===== src/rtl/ppm_pkg.sv =====
package ppm_pkg;
  // Phase classification of one captured bus clock
  typedef struct packed {
    logic addr_ph;   // first clock of FRAME# low
    logic data_ph;   // IRDY#/TRDY# handshake while selected
  } phase_t;

  localparam int unsigned DEF_AD_W = 32;
endpackage


===== src/rtl/ppm_parity.sv =====
module ppm_parity #(
  parameter int unsigned W = 36
) (
  input  logic [W-1:0] data_i,
  output logic         odd_o
);
  logic [W:0] chain;
  assign chain[0] = 1'b0;
  genvar gi;
  generate
    for (gi = 0; gi < W; gi++) begin : g_xor
      assign chain[gi+1] = chain[gi] ^ data_i[gi];
    end
  endgenerate
  assign odd_o = chain[W];
endmodule


===== src/rtl/ppm_phase_capture.sv =====
module ppm_phase_capture
  import ppm_pkg::*;
#(
  parameter int unsigned AD_W = DEF_AD_W,
  parameter int unsigned BE_W = AD_W / 8
) (
  input  logic            clk,
  input  logic            rst,
  input  logic [AD_W-1:0] ad_i,
  input  logic [BE_W-1:0] cbe_n_i,
  input  logic            frame_n_i,
  input  logic            irdy_n_i,
  input  logic            trdy_n_i,
  input  logic            target_sel_i,
  output logic [AD_W-1:0] ad_q,
  output logic [BE_W-1:0] cbe_q,
  output phase_t          phase_q
);
  logic frame_n_prev;

  always_ff @(posedge clk) begin
    if (rst) begin
      frame_n_prev <= 1'b1;
      ad_q         <= '0;
      cbe_q        <= '0;
      phase_q      <= '0;
    end else begin
      frame_n_prev    <= frame_n_i;
      ad_q            <= ad_i;
      cbe_q           <= cbe_n_i;
      phase_q.addr_ph <= frame_n_prev && !frame_n_i;
      phase_q.data_ph <= !irdy_n_i && !trdy_n_i && target_sel_i;
    end
  end

  // an address phase needs FRAME# high the clock before, so never two in a row
  assert_no_double_addr_R4: assert property (@(posedge clk) disable iff (rst)
    phase_q.addr_ph |=> !phase_q.addr_ph);
endmodule


===== src/rtl/ppm_error_report.sv =====
module ppm_error_report
  import ppm_pkg::*;
(
  input  logic   clk,
  input  logic   rst,
  input  phase_t phase_i,
  input  logic   calc_odd_i,
  input  logic   par_i,
  input  logic   perr_resp_en_i,
  input  logic   serr_en_i,
  input  logic   clr_dpe_i,
  input  logic   clr_sse_i,
  output logic   perr_n_o,
  output logic   serr_n_o,
  output logic   stat_dpe_o,
  output logic   stat_sse_o
);
  logic mismatch, addr_bad, data_bad, raise_serr;

  always_comb begin
    mismatch   = calc_odd_i ^ par_i;
    addr_bad   = phase_i.addr_ph && mismatch;
    data_bad   = phase_i.data_ph && mismatch;
    raise_serr = addr_bad && perr_resp_en_i && serr_en_i;
  end

  always_ff @(posedge clk) begin
    if (rst) begin
      perr_n_o   <= 1'b1;
      serr_n_o   <= 1'b1;
      stat_dpe_o <= 1'b0;
      stat_sse_o <= 1'b0;
    end else begin
      perr_n_o <= !(data_bad && perr_resp_en_i);
      serr_n_o <= !raise_serr;
      if (addr_bad || data_bad) stat_dpe_o <= 1'b1;
      else if (clr_dpe_i)       stat_dpe_o <= 1'b0;
      if (raise_serr)           stat_sse_o <= 1'b1;
      else if (clr_sse_i)       stat_sse_o <= 1'b0;
    end
  end

  assert_serr_one_clock_R5: assert property (@(posedge clk) disable iff (rst)
    !serr_n_o |=> serr_n_o);
  assert_serr_gated_R6: assert property (@(posedge clk) disable iff (rst)
    !serr_n_o |-> ($past(perr_resp_en_i) && $past(serr_en_i)));
  assert_perr_gated_R3: assert property (@(posedge clk) disable iff (rst)
    !perr_n_o |-> $past(perr_resp_en_i));
  assert_report_sets_dpe_R1: assert property (@(posedge clk) disable iff (rst)
    (!perr_n_o || !serr_n_o) |-> stat_dpe_o);
  assert_dpe_sticky_R7: assert property (@(posedge clk) disable iff (rst)
    ($fell(stat_dpe_o) && !$past(rst)) |-> $past(clr_dpe_i));
  assert_sse_sticky_R7: assert property (@(posedge clk) disable iff (rst)
    ($fell(stat_sse_o) && !$past(rst)) |-> $past(clr_sse_i));
endmodule


===== src/rtl/pci_parity_monitor.sv =====
module pci_parity_monitor
  import ppm_pkg::*;
#(
  parameter int unsigned AD_W = DEF_AD_W,
  parameter int unsigned BE_W = AD_W / 8
) (
  input  logic            clk,
  input  logic            rst,
  input  logic [AD_W-1:0] ad_i,
  input  logic [BE_W-1:0] cbe_n_i,
  input  logic            par_i,
  input  logic            frame_n_i,
  input  logic            irdy_n_i,
  input  logic            trdy_n_i,
  input  logic            target_sel_i,
  input  logic            perr_resp_en_i,
  input  logic            serr_en_i,
  input  logic            clr_dpe_i,
  input  logic            clr_sse_i,
  output logic            perr_n_o,
  output logic            serr_n_o,
  output logic            stat_dpe_o,
  output logic            stat_sse_o
);
  localparam int unsigned CHK_W = AD_W + BE_W;

  logic [AD_W-1:0] ad_q;
  logic [BE_W-1:0] cbe_q;
  phase_t          phase_q;
  logic            calc_odd;

  ppm_phase_capture #(.AD_W(AD_W), .BE_W(BE_W)) u_capture (
    .clk(clk), .rst(rst), .ad_i(ad_i), .cbe_n_i(cbe_n_i),
    .frame_n_i(frame_n_i), .irdy_n_i(irdy_n_i), .trdy_n_i(trdy_n_i),
    .target_sel_i(target_sel_i), .ad_q(ad_q), .cbe_q(cbe_q), .phase_q(phase_q)
  );

  ppm_parity #(.W(CHK_W)) u_parity (
    .data_i({cbe_q, ad_q}), .odd_o(calc_odd)
  );

  ppm_error_report u_report (
    .clk(clk), .rst(rst), .phase_i(phase_q), .calc_odd_i(calc_odd),
    .par_i(par_i), .perr_resp_en_i(perr_resp_en_i), .serr_en_i(serr_en_i),
    .clr_dpe_i(clr_dpe_i), .clr_sse_i(clr_sse_i),
    .perr_n_o(perr_n_o), .serr_n_o(serr_n_o),
    .stat_dpe_o(stat_dpe_o), .stat_sse_o(stat_sse_o)
  );
endmodule


===== config.mk =====
export PLATFORM = sky130hd
export DESIGN_NAME = pci_parity_monitor
export DESIGN_NICKNAME = d
export VERILOG_FILES = /design/src/rtl/ppm_pkg.sv /design/src/rtl/ppm_parity.sv /design/src/rtl/ppm_phase_capture.sv /design/src/rtl/ppm_error_report.sv /design/src/rtl/pci_parity_monitor.sv
export SDC_FILE = /design/constraint.sdc
export NUM_CORES = 1
export LEC_CHECK = 0
export ABC_AREA = 1
export BUFFER_PORTS_ARGS = -buffer_cell sky130_fd_sc_hd__buf_2
export CAP_MARGIN = 10
export CORE_MARGIN = 3
export CORE_UTILIZATION = 30
export CTS_BUF_LIST = sky130_fd_sc_hd__clkbuf_16
export CTS_CLUSTER_DIAMETER = 60
export CTS_CLUSTER_SIZE = 14
export DETAILED_ROUTE_END_ITERATION = 6
export GPL_TIMING_DRIVEN = 0
export PLACE_DENSITY = 0.58
export SKIP_LAST_GASP = 1
export SYNTH_ARGS = -nofsm -noshare
export SYNTH_HDL_FRONTEND = slang
export SYNTH_SLANG_ARGS = --single-unit
export TNS_END_PERCENT = 30

===== constraint.sdc =====
create_clock -name clk -period 2.7 [get_ports clk]
set_input_delay 0.27 -clock clk [delete_from_list [all_inputs] [get_ports clk]]
set_output_delay 0.27 -clock clk [all_outputs]
set_load 0.01 [all_outputs]

==> results.sh <==
export IMPL_ys_warn_count=0
export IMPL_cp_max_fo=3
export IMPL_synth_top_cell_area_share=0.4608
export IMPL_min_period_ns=1.594
export IMPL_coreArea_um2=5991
export IMPL_row_count=28
export IMPL_fin_skew_ns=0.003465
export IMPL_slew_viol_final=0
export IMPL_ys_types=18
export IMPL_place_hpwl_um=2568
export IMPL_syn_inst=271
export IMPL_first_pass_iters=4
export IMPL_drt_wl_total_um=3149
export IMPL_reg2reg_to="u_report.serr_n_o$_SDFF_PP1_"
export IMPL_hold_path_depth=2
export IMPL_finalSetupViolations=0
export IMPL_cts_tree="yes"
export IMPL_synth_area_um2=1868
export IMPL_synth_fp_nets=318
export IMPL_die_area_um2=7210
export IMPL_power_frac_seq=0.437
export IMPL_antennaDiodeCount=0
export IMPL_start_util=0.3118
export IMPL_grt_usage=0.09539
export IMPL_pin_count=51
export IMPL_clock_latency_ns=0.28
export IMPL_slew_headroom=0.6384
export IMPL_holdCritStartpoint="irdy_n_i"
export IMPL_antenna_found_initial=0
export IMPL_totalPowerFinal_mw=1.571
export IMPL_p_comb_frac=0.147
export IMPL_post_drt_wl_per_cell_um=7.795
export IMPL_drc=0
export IMPL_hold_buffers=0
export IMPL_swShare=0.2349
export IMPL_arrival_ns=1.76
export IMPL_fillers=644
export IMPL_num_nets_final=375
export IMPL_p_int_mw=1.202
export IMPL_fmax_mhz=627.2
export IMPL_synth_seq_cells=43
export IMPL_cp_required_ns=2.86
export IMPL_place_congestion=0.7346
export IMPL_area_delta_synth_final_pct=27.19
export IMPL_clock_power_share=0.416
export IMPL_crit_type="reg -> reg"
export IMPL_cts_path_max_buffers=2
export IMPL_endpoint_kind="register"
export IMPL_port_buffers=50
export IMPL_rr_startpoint="u_capture.ad_q[2]$_SDFF_PP0_"
export IMPL_hp_class="in -> reg"
export IMPL_grt_pass1_vias=1352
export IMPL_p_per_area_nw_per_um2=661.1
export IMPL_cts_buffers=5
export IMPL_finalSetupTns_ns=0
export IMPL_status="finished, final reports clean"
export IMPL_num_vias=1567
export IMPL_crit_path_start_kind="register"
export IMPL_die_w_um=84.91
export IMPL_grt_max_degree=14
export IMPL_cts_root_buffer="clkbuf_16"
export IMPL_power_net_switching_mw=0.3691
export IMPL_grt_pass1_wl_um=5375
export IMPL_timing_final_hold_violations=0
export IMPL_drive_gt1_frac=0.2280
export IMPL_yosysTopAreaCell="dfxtp_1"
export IMPL_clkTransAtPathRegs_ns=0.06
export IMPL_first_iter_violations=33
export IMPL_ant_nets=0
export IMPL_clkSinkCount=43
export IMPL_cts_setup_buffers=0
export IMPL_syn_avg_cell_area_um2=6.893
export IMPL_seq_area_frac_synth=0.4608
export IMPL_leakage_nw=1.385
export IMPL_die_h_um=84.91
export IMPL_cts_resized=0
export IMPL_min_period_over_period=0.5905
export IMPL_maxCapViolations=0
export IMPL_tightest_slew_ns=0.5424
export IMPL_htree_num_levels=2
export IMPL_rsz0062_at_grt="false"
export IMPL_ir_worst_vdd_mv=0.4203
export IMPL_synth_area_leaders="dfxtp_1, inv_1, nand2_1"
export IMPL_ff2ff_path_depth=16
export IMPL_gr_total_overflow=0
export IMPL_vias_per_cell=3.879
export IMPL_holdPathEnd="u_capture.phase_q[0]$_SDFF_PP0_"
export IMPL_reg2reg_slack_ns=1.11
-- worst max-delay path by stage --
stage / startpoint / end / slack (ns) / depth (start not counted)
2_1_floorplan: u_capture.ad_q[29]$_SDFF_PP0_ / u_report.serr_n_o$_SDFF_PP1_ / 1.23 / 16
3_3_place_gp: u_capture.ad_q[8]$_SDFF_PP0_ / u_report.serr_n_o$_SDFF_PP1_ / 1.13 / 15
3_5_place_dp: u_capture.ad_q[2]$_SDFF_PP0_ / u_report.serr_n_o$_SDFF_PP1_ / 1.09 / 16
4_1_cts: u_capture.ad_q[2]$_SDFF_PP0_ / u_report.serr_n_o$_SDFF_PP1_ / 1.08 / 16
5_1_grt: u_capture.ad_q[8]$_SDFF_PP0_ / u_report.stat_dpe_o$_SDFFE_PP0P_ / 0.83 / 16
6_report: u_capture.ad_q[2]$_SDFF_PP0_ / u_report.serr_n_o$_SDFF_PP1_ / 1.11 / 16
-- cell usage in the layout (no fill, tap or decap) --
cell       count
clkbuf_1       1
buf_1          3
nor3_1         1
nor2_2         2
clkbuf_16      5
buf_2         50
nand2_1       61
nand2_2       11
or2_2          1
clkinv_2       1
inv_1         68
dfxtp_1       43
nand3_1       10
nand3b_1       5
nand4_1        1
xor2_1         7
nand3_2        1
xnor2_1        7
nor2_1        46
bufinv_16      1
clkinv_1       1
inv_2          2
or2_4          1
-- metrics by stage --
| step | worst slack [ns] | hold slack, ns | instances | util | cell area [um2] |
|---|---|---|---|---|---|
| 2_1_floorplan | 1.234 | 0.3460 | 271 | - | 1868 |
| 3_3_place_gp | 1.127 | 0.4052 | 396 | 0.3693 | 2212 |
| 3_5_place_dp | 1.091 | 0.4073 | 396 | 0.3693 | 2212 |
| 4_1_cts | 1.084 | 0.1407 | 404 | 0.3966 | 2376 |
| 5_1_grt | 0.8342 | 0.1393 | 404 | 0.3966 | 2376 |
| 6_report | 1.106 | 0.1485 | 404 | 0.3966 | 2376 |
-- sequential cells by signal (all words and copies together) (netlist names) --
signal                  cells
u_capture.ad_q             32
u_capture.cbe_q             4
u_capture.phase_q           2
u_capture.frame_n_prev      1
u_report.perr_n_o           1
u_report.serr_n_o           1
u_report.stat_dpe_o         1
u_report.stat_sse_o         1
-- power groups by stage --
stage / sequential, mW / combinational [mW] / clock (mW)
after global placement: 0.699 / 0.230 / 0
after floorplan: 0.699 / 0.171 / 0
final: 0.686 / 0.231 / 0.654
after detailed placement: 0.700 / 0.236 / 0
after CTS: 0.686 / 0.237 / 0.678
after global routing: 0.689 / 0.277 / 0.711
-- area by class of cell --
type | instances | area, um2 | area share
clock buffers | 5 | 125.1 | 0.05266
repair buffers | 50 | 250.2 | 0.1053
plain buffers | 4 | 15.01 | 0.006319
inverters | 70 | 262.8 | 0.1106
multi-input cells | 154 | 729.5 | 0.3070
flip-flops and latches | 43 | 860.8 | 0.3623
well taps | 75 | 93.84 | 0.03949
clock inverters | 3 | 38.79 | 0.01632
-- cell families after synthesis --
group	Yosys count	share of synthesized area
xor+xnor	14	0.06564
simple gates	140	0.3249
buf+inv	74	0.1487
flops	43	0.4608
-- critical path, stage by stage (launching register included) --
cell and delay (ns):
dfxtp_1 0.36, inv_1 0.06, nand2_1 0.05, nand2_1 0.05
nand2_1 0.07, nand2_1 0.06, nand2_1 0.07, nand2_1 0.05
nand2_1 0.05, nand2_1 0.05, inv_1 0.05, nand2_1 0.05
nand2_2 0.08, inv_1 0.05, nand2_2 0.07, nand3_2 0.07
or2_4 0.24
-- per-layer routing --
metal | track usage | share of wire | vias to the layer above
met5 | 0 | 0 | -
met4 | 0.05180 | 0.024 | 0
met3 | 0.02621 | 0.043 | 5
met2 | 0.1673 | 0.48 | 27
met1 | 0.1039 | 0.45 | 655
li1 | - | - | 880
-- synth_stat cells, drive strengths merged --
library cell and n:
inv 70, buf 3, clkbuf 1, nand3b 5, dfxtp 43, nand4 1, nand3 11, nor2 48
or2 2, nor3 1, nand2 72, xnor2 7, xor2 7
Power figures use the tool's default switching activity.
